File: src/rtl/tbase_pkg.sv
package tbase_pkg;
   localparam int unsigned FUNC_W      = 10;
   localparam logic [FUNC_W-1:0] FUNC_READ = 10'd371;
   localparam logic [FUNC_W-1:0] FUNC_DONTCARE = 10'b00_0010_0000;

   typedef enum logic {
      WORD_LO = 1'b0,
      WORD_HI = 1'b1
   } word_sel_e;
endpackage

File: src/rtl/tbase_prescaler.sv
module tbase_prescaler #(
   parameter int unsigned PRESCALE = 4
) (
   input  logic clk,
   input  logic rst,
   output logic tick
);
   initial begin
      if (PRESCALE < 1) $error("PRESCALE must be at least 1");
   end

   generate
      if (PRESCALE == 1) begin : g_direct
         assign tick = 1'b1;
      end else begin : g_divide
         localparam int unsigned PH_W = $clog2(PRESCALE);
         localparam logic [PH_W-1:0] PH_LAST = PH_W'(PRESCALE - 1);
         logic [PH_W-1:0] phase;

         always_ff @(posedge clk) begin
            if (rst) phase <= '0;
            else if (phase == PH_LAST) phase <= '0;
            else phase <= phase + 1'b1;
         end

         assign tick = (phase == PH_LAST);

         AST_TICK_SPACING: assert property (@(posedge clk) disable iff (rst)
            tick |=> !tick);
         AST_PHASE_ADVANCE: assert property (@(posedge clk) disable iff (rst)
            (phase != PH_LAST) |=> (phase == $past(phase) + 1'b1));
      end
   endgenerate
endmodule

File: src/rtl/tbase_core.sv
module tbase_core #(
   parameter int unsigned HALF_W = 32
) (
   input  logic              clk,
   input  logic              rst,
   input  logic              inc,
   input  logic              wr_lo,
   input  logic              wr_hi,
   input  logic [HALF_W-1:0] wr_data,
   output logic [HALF_W-1:0] cnt_lo,
   output logic [HALF_W-1:0] cnt_hi
);
   logic carry;

   assign carry = inc && (&cnt_lo);

   always_ff @(posedge clk) begin
      if (rst) begin
         cnt_lo <= '0;
         cnt_hi <= '0;
      end else begin
         if (wr_lo)    cnt_lo <= wr_data;
         else if (inc) cnt_lo <= cnt_lo + 1'b1;
         if (wr_hi)      cnt_hi <= wr_data;
         else if (carry) cnt_hi <= cnt_hi + 1'b1;
      end
   end

   AST_HOLD_IDLE: assert property (@(posedge clk) disable iff (rst)
      (!inc && !wr_lo && !wr_hi) |=> $stable({cnt_hi, cnt_lo}));
   AST_STEP_ONE: assert property (@(posedge clk) disable iff (rst)
      (inc && !wr_lo && !wr_hi) |=> ({cnt_hi, cnt_lo} == $past({cnt_hi, cnt_lo}) + 1'b1));
   AST_FULL_WRAP: assert property (@(posedge clk) disable iff (rst)
      (inc && !wr_lo && !wr_hi && (&{cnt_hi, cnt_lo})) |=> ({cnt_hi, cnt_lo} == '0));
   AST_LOAD_LO: assert property (@(posedge clk) disable iff (rst)
      wr_lo |=> (cnt_lo == $past(wr_data)));
   AST_LOAD_HI: assert property (@(posedge clk) disable iff (rst)
      wr_hi |=> (cnt_hi == $past(wr_data)));
endmodule

File: src/rtl/tbase_readport.sv
module tbase_readport
   import tbase_pkg::*;
#(
   parameter int unsigned HALF_W = 32
) (
   input  logic              clk,
   input  logic              rst,
   input  logic              req,
   input  logic [FUNC_W-1:0] func,
   input  logic              sel,
   input  logic [HALF_W-1:0] cnt_lo,
   input  logic [HALF_W-1:0] cnt_hi,
   output logic              valid,
   output logic [HALF_W-1:0] data
);
   localparam logic [FUNC_W-1:0] CARE = ~FUNC_DONTCARE;
   logic hit;

   assign hit = req && ((func & CARE) == (FUNC_READ & CARE));

   always_ff @(posedge clk) begin
      if (rst) begin
         valid <= 1'b0;
         data  <= '0;
      end else begin
         valid <= hit;
         if (hit) data <= (word_sel_e'(sel) == WORD_HI) ? cnt_hi : cnt_lo;
      end
   end

   AST_RD_NEXT_CYCLE: assert property (@(posedge clk) disable iff (rst)
      hit |=> valid);
   AST_RD_WORD: assert property (@(posedge clk) disable iff (rst)
      (hit && !sel) |=> (data == $past(cnt_lo)));
   AST_RD_IGNORED: assert property (@(posedge clk) disable iff (rst)
      !hit |=> (!valid && $stable(data)));
endmodule

File: src/rtl/tbase_counter.sv
module tbase_counter
   import tbase_pkg::*;
#(
   parameter int unsigned CNT_W    = 64,
   parameter int unsigned PRESCALE = 4
) (
   input  logic                 clk,
   input  logic                 rst,
   input  logic                 tb_en,
   input  logic                 rd_req,
   input  logic [FUNC_W-1:0]    rd_func,
   input  logic                 rd_sel,
   input  logic                 wr_en,
   input  logic                 wr_allow,
   input  logic                 wr_sel,
   input  logic [CNT_W/2-1:0]   wr_data,
   output logic                 rd_valid,
   output logic [CNT_W/2-1:0]   rd_data
);
   localparam int unsigned HALF_W = CNT_W / 2;

   generate
      if (CNT_W % 2 != 0 || CNT_W < 4) begin : g_bad_width
         initial $error("CNT_W must be even and at least 4");
      end
   endgenerate

   logic              tick;
   logic              inc;
   logic              wr_ok;
   logic              wr_lo;
   logic              wr_hi;
   logic [HALF_W-1:0] cnt_lo;
   logic [HALF_W-1:0] cnt_hi;

   assign inc   = tick && tb_en;
   assign wr_ok = wr_en && wr_allow;
   assign wr_lo = wr_ok && (word_sel_e'(wr_sel) == WORD_LO);
   assign wr_hi = wr_ok && (word_sel_e'(wr_sel) == WORD_HI);

   tbase_prescaler #(.PRESCALE(PRESCALE)) prescaler_i (
      .clk  (clk),
      .rst  (rst),
      .tick (tick)
   );

   tbase_core #(.HALF_W(HALF_W)) core_i (
      .clk     (clk),
      .rst     (rst),
      .inc     (inc),
      .wr_lo   (wr_lo),
      .wr_hi   (wr_hi),
      .wr_data (wr_data),
      .cnt_lo  (cnt_lo),
      .cnt_hi  (cnt_hi)
   );

   tbase_readport #(.HALF_W(HALF_W)) readport_i (
      .clk    (clk),
      .rst    (rst),
      .req    (rd_req),
      .func   (rd_func),
      .sel    (rd_sel),
      .cnt_lo (cnt_lo),
      .cnt_hi (cnt_hi),
      .valid  (rd_valid),
      .data   (rd_data)
   );

   AST_ENABLE_GATES: assert property (@(posedge clk) disable iff (rst)
      (tick && !tb_en && !wr_ok) |=> $stable({cnt_hi, cnt_lo}));
   AST_WRITE_GATED: assert property (@(posedge clk) disable iff (rst)
      (wr_en && !wr_allow && !inc) |=> $stable({cnt_hi, cnt_lo}));
   AST_RESET_CLEAR: assert property (@(posedge clk)
      rst |=> (!rd_valid && rd_data == '0 && cnt_lo == '0 && cnt_hi == '0));
endmodule

File: config.mk
export PLATFORM = sky130hd
export DESIGN_NAME = tbase_counter
export DESIGN_NICKNAME = d
export VERILOG_FILES = /design/src/rtl/tbase_pkg.sv /design/src/rtl/tbase_prescaler.sv /design/src/rtl/tbase_core.sv /design/src/rtl/tbase_readport.sv /design/src/rtl/tbase_counter.sv
export SDC_FILE = /design/constraint.sdc
export NUM_CORES = 1
export LEC_CHECK = 0
export ABC_CLOCK_PERIOD_IN_PS = 4800
export CORE_ASPECT_RATIO = 1.2
export CORE_UTILIZATION = 30
export CTS_CLUSTER_SIZE = 20
export DETAILED_ROUTE_END_ITERATION = 8
export DONT_BUFFER_PORTS = 1
export REMOVE_ABC_BUFFERS = 1
export SYNTH_ARGS = -nofsm -noshare
export SYNTH_HDL_FRONTEND = slang
export SYNTH_SLANG_ARGS = --single-unit
File: constraint.sdc
create_clock -name clk -period 4.8 [get_ports clk]
set_input_delay 0.24 -clock clk [delete_from_list [all_inputs] [get_ports clk]]
set_output_delay 0.24 -clock clk [all_outputs]
set_load 0.01 [all_outputs]
==> metrics, run 1 <==
worst min-delay path endpoint=core_i.cnt_hi[20]$_SDFFE_PP0P_; Critical R2R Launch=core_i.cnt_lo[7]$_SDFFE_PP0P_; largest incremental delay on the critical path=0.88 ns; async set-reset flop share out of synthesis=0%; switching fraction of total power=23.4%; sort of element at the end of the critical path=flop; gate count after technology mapping=618; number of hold violations in the final report=0; WP data arrival=3.10 ns; core utilization of the finished layout=33.3%; count of flip-flops with a built-in enable after synthesis=0; type of the setup path with the least slack=reg -> reg; clock buffers created by TritonCTS=9; fraction of the mapped netlist area in compound gates=15.4%; final clock skew=0.00861 ns; area occupied by registers=0.00198 sq mm; FP Rows=53; total setup violations reported at the end of the flow=0; Internal=1.41 mW; Antenna Nets Post-Route=0; type of the most critical hold path=in -> reg; mux cell area share after synthesis=6.13%; Final nets=638; number of synthesized register bits=99; share of synthesized area occupied by flip-flops and latches=36.8%; number of antenna violations at the first check in global routing=0; Vert. Die Dim=149 um; Yosys cell types=45; detail-routed via count per cell=5.56; synth top area cells=dfxtp_1 37%, a211oi_1 10%, nor2_1 6.5%; HPWL after DPL=10.0 mm; largest net degree at the start of global routing=92; synth warn=0; via count=4502; Routed Wire Length=15.1 mm; leakage power=1.91 nW; share of the synthesized netlist area taken by xor and xnor gates=5.20%; met2 track demand over resource in global routing=28.2%; Max Fclk=354 MHz; Critical R2R Capture=core_i.cnt_hi[30]$_SDFFE_PP0P_; slowest cell on the critical path=nor4_4; count of cells along the worst register-to-register path=5; leading cell type in the layout, fill and taps excluded=dfxtp_1; global placement routability congestion=0.809; Worst Hold Path Cells=2; worst setup slack for register-to-register paths=1.97 ns; met1 track demand over resource=20.4%; H-tree depth=3; combinational share of power=6.0%; Sequential Power Share=48.6%; leading cell types in the layout, fill and taps excluded=99 x dfxtp_1, 93 x nor2_1, 74 x a211oi_1; average detailed-routed wire length per instance=18.7 um; Slew @ Worst Pin=0.763 ns; number of maximum-capacitance constraint violations=0; clock input transition at the sequential cells of the worst setup and hold paths=0.07 ns; Final Critical Period=2.83 ns; Hold Startpoint=wr_data[20]; I/O Pins=83; Diodes inserted=0; total of hold buffers inserted after clock tree synthesis=2; clock share of power=45.4%; worst path cell trace=and4_1, nand4_2, nor4_4, a211oi_1, nor4_2; root buffer selected by CTS=clkbuf_16; CP Launch Point=core_i.cnt_lo[7]$_SDFFE_PP0P_; number of I/O port buffers=0; reported net switching power=0.429 mW; cell total after placement=792; status=finished, final reports clean; busiest grt layer=met2; Mapped Area=0.00539 sq mm; clock sinks=99; IR drop worst, VDD=144 uV; detailed router's first-iteration violation count=238; Resized cells post-CTS=0; share of post-route cells with drive strength above 1=7.64%; via count of the first global-routing pass=4407; Most used DFF post-synth=dfxtp_1; All-Layer GR Usage=16.8%; number of max-slew violations in the final report=0; chip width=124 um; area delta synth->final=8.61%; DR DRC count=0; required time of the critical path=5.07 ns; main combinational cell family by area after synthesis=simple AND/OR/NAND/NOR gates; clock latency on the worst-skew pair=0.36 ns; Die Footprint=0.0185 sq mm; clock tree from TritonCTS=done; initial core utilization=30.7%; adder-cell area share of the yosys netlist=0.696%; largest buffer count on any clock path=2; simple-gate area share of the yosys netlist=31.1%; Congestion Overflow GR=0; Yosys top cell area share=36.8%; met3 Use GR=4.63%; largest fanout of any net on the critical path=20; Setup crit start kind=flop; post-synth top area cell=dfxtp_1; core region area=0.0176 sq mm; fraction of the cycle the final worst path needs=58.9%; Multi-input gate area=0.00317 sq mm; mean area per synthesized cell=8.72 sq um; Setup Buffers After CTS=0; areal power density over the cells=314 mW/mm^2; Slew headroom=48.8%; detailed-router iteration count before antenna repair=4; wire length of the first global-routing pass=24.5 mm; setup repair after global routing missed its margin=no; filler cell count in the final layout=1798; Power Total=1.84 mW; count of placed standard cells in the final layout, fillers left out=809
## layout make-up
cell class              instances  share of cell area (%)
clock buffers                   9                    3.85
clock inverters                 6                    1.80
inverters                       8                   0.513
multi-input cells             461                    54.1
flip-flops and latches         99                    33.9
well taps                     220                    4.70
repair buffers                  6                    1.15
## worst max-delay path: cells and delay by family, from the launching register on
kind             cells  cell delay [ns]
flip-flops           1             0.43
AO/OA/AOI/OAI        1             0.20
AND/OR/NAND/NOR      4             2.09
## power groups by stage
stage / clock network (mW) / registers (mW) / logic (mW)
2_1_floorplan: 0 / 0.897 / 0.0790
3_3_place_gp: 0 / 0.909 / 0.0924
3_5_place_dp: 0 / 0.910 / 0.0942
4_1_cts: 0.853 / 0.891 / 0.112
5_1_grt: 0.880 / 0.897 / 0.124
6_report: 0.835 / 0.892 / 0.110
## routing by layer
metal	vias up	wire length, um	share of wire (%)
met5	-	0	0
met4	0	269	1.8
met3	17	821	5.4
met2	74	7340	49
met1	2139	6680	44
li1	2272	-	-
## synthesized netlist by cell type (4+ instances only)
| cell type | number |
|---|---|
| a211oi_1 | 74 |
| a311oi_1 | 15 |
| and2_1 | 5 |
| and3_1 | 13 |
| and4_1 | 22 |
| buf_6 | 4 |
| clkbuf_1 | 41 |
| dfxtp_1 | 99 |
| inv_1 | 8 |
| mux2i_1 | 33 |
| nand2_1 | 26 |
| nand3_1 | 29 |
| nand3b_1 | 8 |
| nand4_1 | 18 |
| nor2_1 | 93 |
| nor3_1 | 17 |
| nor4_1 | 23 |
| nor4_2 | 4 |
| nor4_4 | 5 |
| o21ai_0 | 6 |
| or3_1 | 5 |
| xnor2_1 | 25 |
| xor2_1 | 7 |
## sequential cells by signal, indices dropped and copies added, names as in the netlist
name and flops:
readport_i.valid 1, core_i.cnt_hi 32, prescaler_i.g_divide.phase 2, core_i.cnt_lo 32
readport_i.data 32
## cell families (layout without fill, tap and decap cells)
logic type | Yosys count | count (layout)
compound gates | 106 | 106
xor+xnor | 32 | 32
fa+ha+maj | 3 | 3
buf+inv | 58 | 29
flops | 99 | 99
mux | 33 | 33
simple gates | 287 | 287
## per-stage QoR
step           hold slack (ns)  worst slack, ns  setup TNS, ns  area, sq um
5_1_grt                 0.0447             1.79              0         5850
4_1_cts                 0.0327             1.98              0         5850
3_5_place_dp             0.326             1.99              0         5490
2_1_floorplan            0.305           -0.882         -28.99         5170
6_report                0.0397             1.97              0         5850
3_3_place_gp             0.324             2.07              0         5490
## worst max path at each step
stage,end,depth (start not counted),slack [ns]
floorplan,readport_i.data[0]$_SDFFE_PP0P_,4,-0.88
global placement,core_i.cnt_hi[30]$_SDFFE_PP0P_,5,2.07
detailed placement,core_i.cnt_hi[30]$_SDFFE_PP0P_,5,1.99
CTS,core_i.cnt_hi[30]$_SDFFE_PP0P_,5,1.98
global route,core_i.cnt_hi[30]$_SDFFE_PP0P_,5,1.79
finish,core_i.cnt_hi[30]$_SDFFE_PP0P_,5,1.97
(Power assumes the default switching activity.)
==> inputs of run 2 (changes only) <==
- ABC_AREA: default -> 1
- ABC_CLOCK_PERIOD_IN_PS: 4800 -> 2800
- clock period: 4.8 -> 2.8 ns (I/O delays scaled with it)
==> metrics, run 2 <==
number of I/O port buffers=0; I/O Pins=83; met2 WL post-DR=9.28 mm; number of synthesized register bits=99; Critical R2R Capture=core_i.cnt_lo[4]$_SDFFE_PP0P_; top post-synthesis cells by count=292 x nand2_1, 143 x inv_1, 99 x dfxtp_1, 95 x o21ai_0, 87 x nor2_1; Congestion Overflow GR=0; WP data arrival=2.73 ns; average detailed-routed wire length per instance=15.4 um; count of flip-flops with a built-in enable after synthesis=0; wire length of the first global-routing pass=32.2 mm; Vert. Die Dim=160 um; Mapped Area=0.00626 sq mm; detailed-route wire length on metal 1=8.81 mm; detail-routed via count per cell=4.82; clock tree from TritonCTS=done; via count=6218; core region area=0.0203 sq mm; Yosys top cell area share=31.6%; Most used DFF post-synth=dfxtp_1; DR DRC count=0; Critical R2R Launch=prescaler_i.g_divide.phase[0]$_SDFF_PP0_; largest net degree at the start of global routing=60; clock buffers created by TritonCTS=9; count of cells along the worst register-to-register path=7; clock latency on the worst-skew pair=0.37 ns; final clock skew=0.0110 ns; Final Critical Period=2.47 ns; post-synth top area cell=dfxtp_1; largest buffer count on any clock path=2; Setup Buffers After CTS=0; Max Fclk=405 MHz; via count of the first global-routing pass=6154; setup repair after global routing missed its margin=no; final total negative setup slack=0 ns; Antenna Nets Post-Route=0; HPWL after DPL=14.3 mm; worst setup slack for register-to-register paths=0.33 ns; type of the setup path with the least slack=reg -> reg; root buffer selected by CTS=clkbuf_16; Slew @ Worst Pin=0.875 ns; sort of element at the end of the critical path=flop; Routed Wire Length=19.8 mm; top layer in use=met4; largest fanout of any net on the critical path=22; number of antenna violations at the first check in global routing=0; All-Layer GR Usage=19.3%; initial core utilization=30.8%; Final nets=1074; Worst Hold Path Cells=4; clock input transition at the sequential cells of the worst setup and hold paths=0.08 ns; Resized cells post-CTS=0; synth top area cells=dfxtp_1 32%, nand2_1 17%, inv_1 8.6%; share of synthesized area occupied by flip-flops and latches=31.6%; metal3 WL=932 um; synth warn=0; total of hold buffers inserted after clock tree synthesis=18; number of maximum-capacitance constraint violations=0; number of hold violations in the final report=0; gate count after technology mapping=1022; IR drop worst, VDD=315 uV; cell type with the highest occurrence count on the critical path=nand2_1; area delta synth->final=12.1%; async set-reset flop share out of synthesis=0%; detailed-router iteration count before antenna repair=5; number of max-slew violations in the final report=0; leading cell type in the layout, fill and taps excluded=nand2_1; most numerous cell in the Yosys netlist=nand2_1; H-tree depth=3; leakage power=2.59 nW; total setup violations reported at the end of the flow=0; share of post-route cells with drive strength above 1=7.31%; areal power density over the cells=446 mW/mm^2; type of the most critical hold path=in -> reg; Diodes inserted=0; fraction of the cycle the final worst path needs=88.3%; FP Rows=57; mean area per synthesized cell=6.13 sq um; global placement routability congestion=0.874; worst min-delay path endpoint=core_i.cnt_hi[31]$_SDFFE_PP0P_; clock sinks=99; required time of the critical path=3.06 ns; chip width=134 um; Power Total=3.13 mW; Slew headroom=41.5%; Hold Startpoint=wr_data[31]; registers with the most flip-flops=core_i.cnt_hi: 32 flops, core_i.cnt_lo: 32 flops, readport_i.data: 32 flops; Die Footprint=0.0215 sq mm; status=finished, final reports clean; detailed router's first-iteration violation count=489; Setup crit start kind=flop; slowest cell on the critical path=nand2_1; Yosys cell types=37; largest incremental delay on the critical path=0.66 ns; worst path cell trace=ha_1, nand2_1, nand2_1, inv_1, nand2_1, a31oi_1, dlygate4sd3_1; leading cell types in the layout, fill and taps excluded=292 x nand2_1, 143 x inv_1, 99 x dfxtp_1
==> run 2: cell count changes after synthesis, sizes merged, moves of 10 or more <==
cell,change
a21oi,+86
inv,+137
nor4,-32
nand4,-10
mux2i,-33
and3,-13
and4,-23
xnor2,-22
o21ai,+93
xor2,+12
a311oi,-15
nand3,+53
nand2,+272
a211oi,-75
==> run 2: worst max path at each step <==
stage,endpoint,cells past startpoint,start
2_1_floorplan,readport_i.data[0]$_SDFFE_PP0P_,4,rd_func[3]
3_5_place_dp,core_i.cnt_hi[21]$_SDFFE_PP0P_,12,prescaler_i.g_divide.phase[0]$_SDFF_PP0_
5_1_grt,core_i.cnt_lo[4]$_SDFFE_PP0P_,7,prescaler_i.g_divide.phase[0]$_SDFF_PP0_
4_1_cts,core_i.cnt_lo[4]$_SDFFE_PP0P_,7,prescaler_i.g_divide.phase[0]$_SDFF_PP0_
3_3_place_gp,core_i.cnt_hi[8]$_SDFFE_PP0P_,10,prescaler_i.g_divide.phase[0]$_SDFF_PP0_
6_report,core_i.cnt_lo[4]$_SDFFE_PP0P_,7,prescaler_i.g_divide.phase[0]$_SDFF_PP0_
==> run 2: cell families after synthesis <==
family	Yosys count	share of synthesized area (%)
XOR/XNOR	22	3.08
buffers and inverters	187	11.6
adder cells (fa/ha/maj)	3	0.599
AND/OR/NAND/NOR	508	35.6
multiplexers	5	0.899
flip-flops	99	31.6
AO/OA/AOI/OAI	198	16.6
==> run 2: cell type report <==
type,count,area [sq um]
fill,2210,13300
inverter,146,548
clock buffer,9,225
sequential,99,1980
multi-input combinational,736,3560
clock inverter,7,100
tap,265,332
timing repair buffer,29,280
==> run 2: report_power, final <==
group	internal (mW)	switching (mW)	total, mW
sequential	1.44	0.0423	1.48
combinational	0.0887	0.149	0.238
clock	0.789	0.623	1.41
==> run 2: layer usage <==
layer / GRT usage, % / vias to the layer above
li1: - / 3240
met1: 23.4 / 2789
met2: 31.8 / 145
met3: 3.24 / 44
met4: 11.2 / 0
met5: 0 / -
==> run 2: metrics by stage <==
stage | hold WS, ns | util (%) | std cells | area [sq um] | setup slack [ns]
6_report | 0.00213 | 34.6 | 1291 | 7020 | 0.329
5_1_grt | 0.0307 | 34.6 | 1291 | 7020 | 0.118
4_1_cts | 0.00299 | 34.6 | 1291 | 7020 | 0.328
3_5_place_dp | 0.226 | 32.0 | 1257 | 6500 | 0.673
3_3_place_gp | 0.221 | 32.0 | 1257 | 6500 | 0.722
2_1_floorplan | 0.202 | - | 981 | 6090 | 0.600
==> run 2: critical path, delay by kind of cell, from the launching register on <==
kind | cells | cell delay [ns]
AO/OA/AOI/OAI | 1 | 0.07
AND/OR/NAND/NOR | 3 | 0.89
adder cells (fa/ha/maj) | 1 | 0.19
flip-flops | 1 | 0.34
buffers and inverters | 2 | 0.85
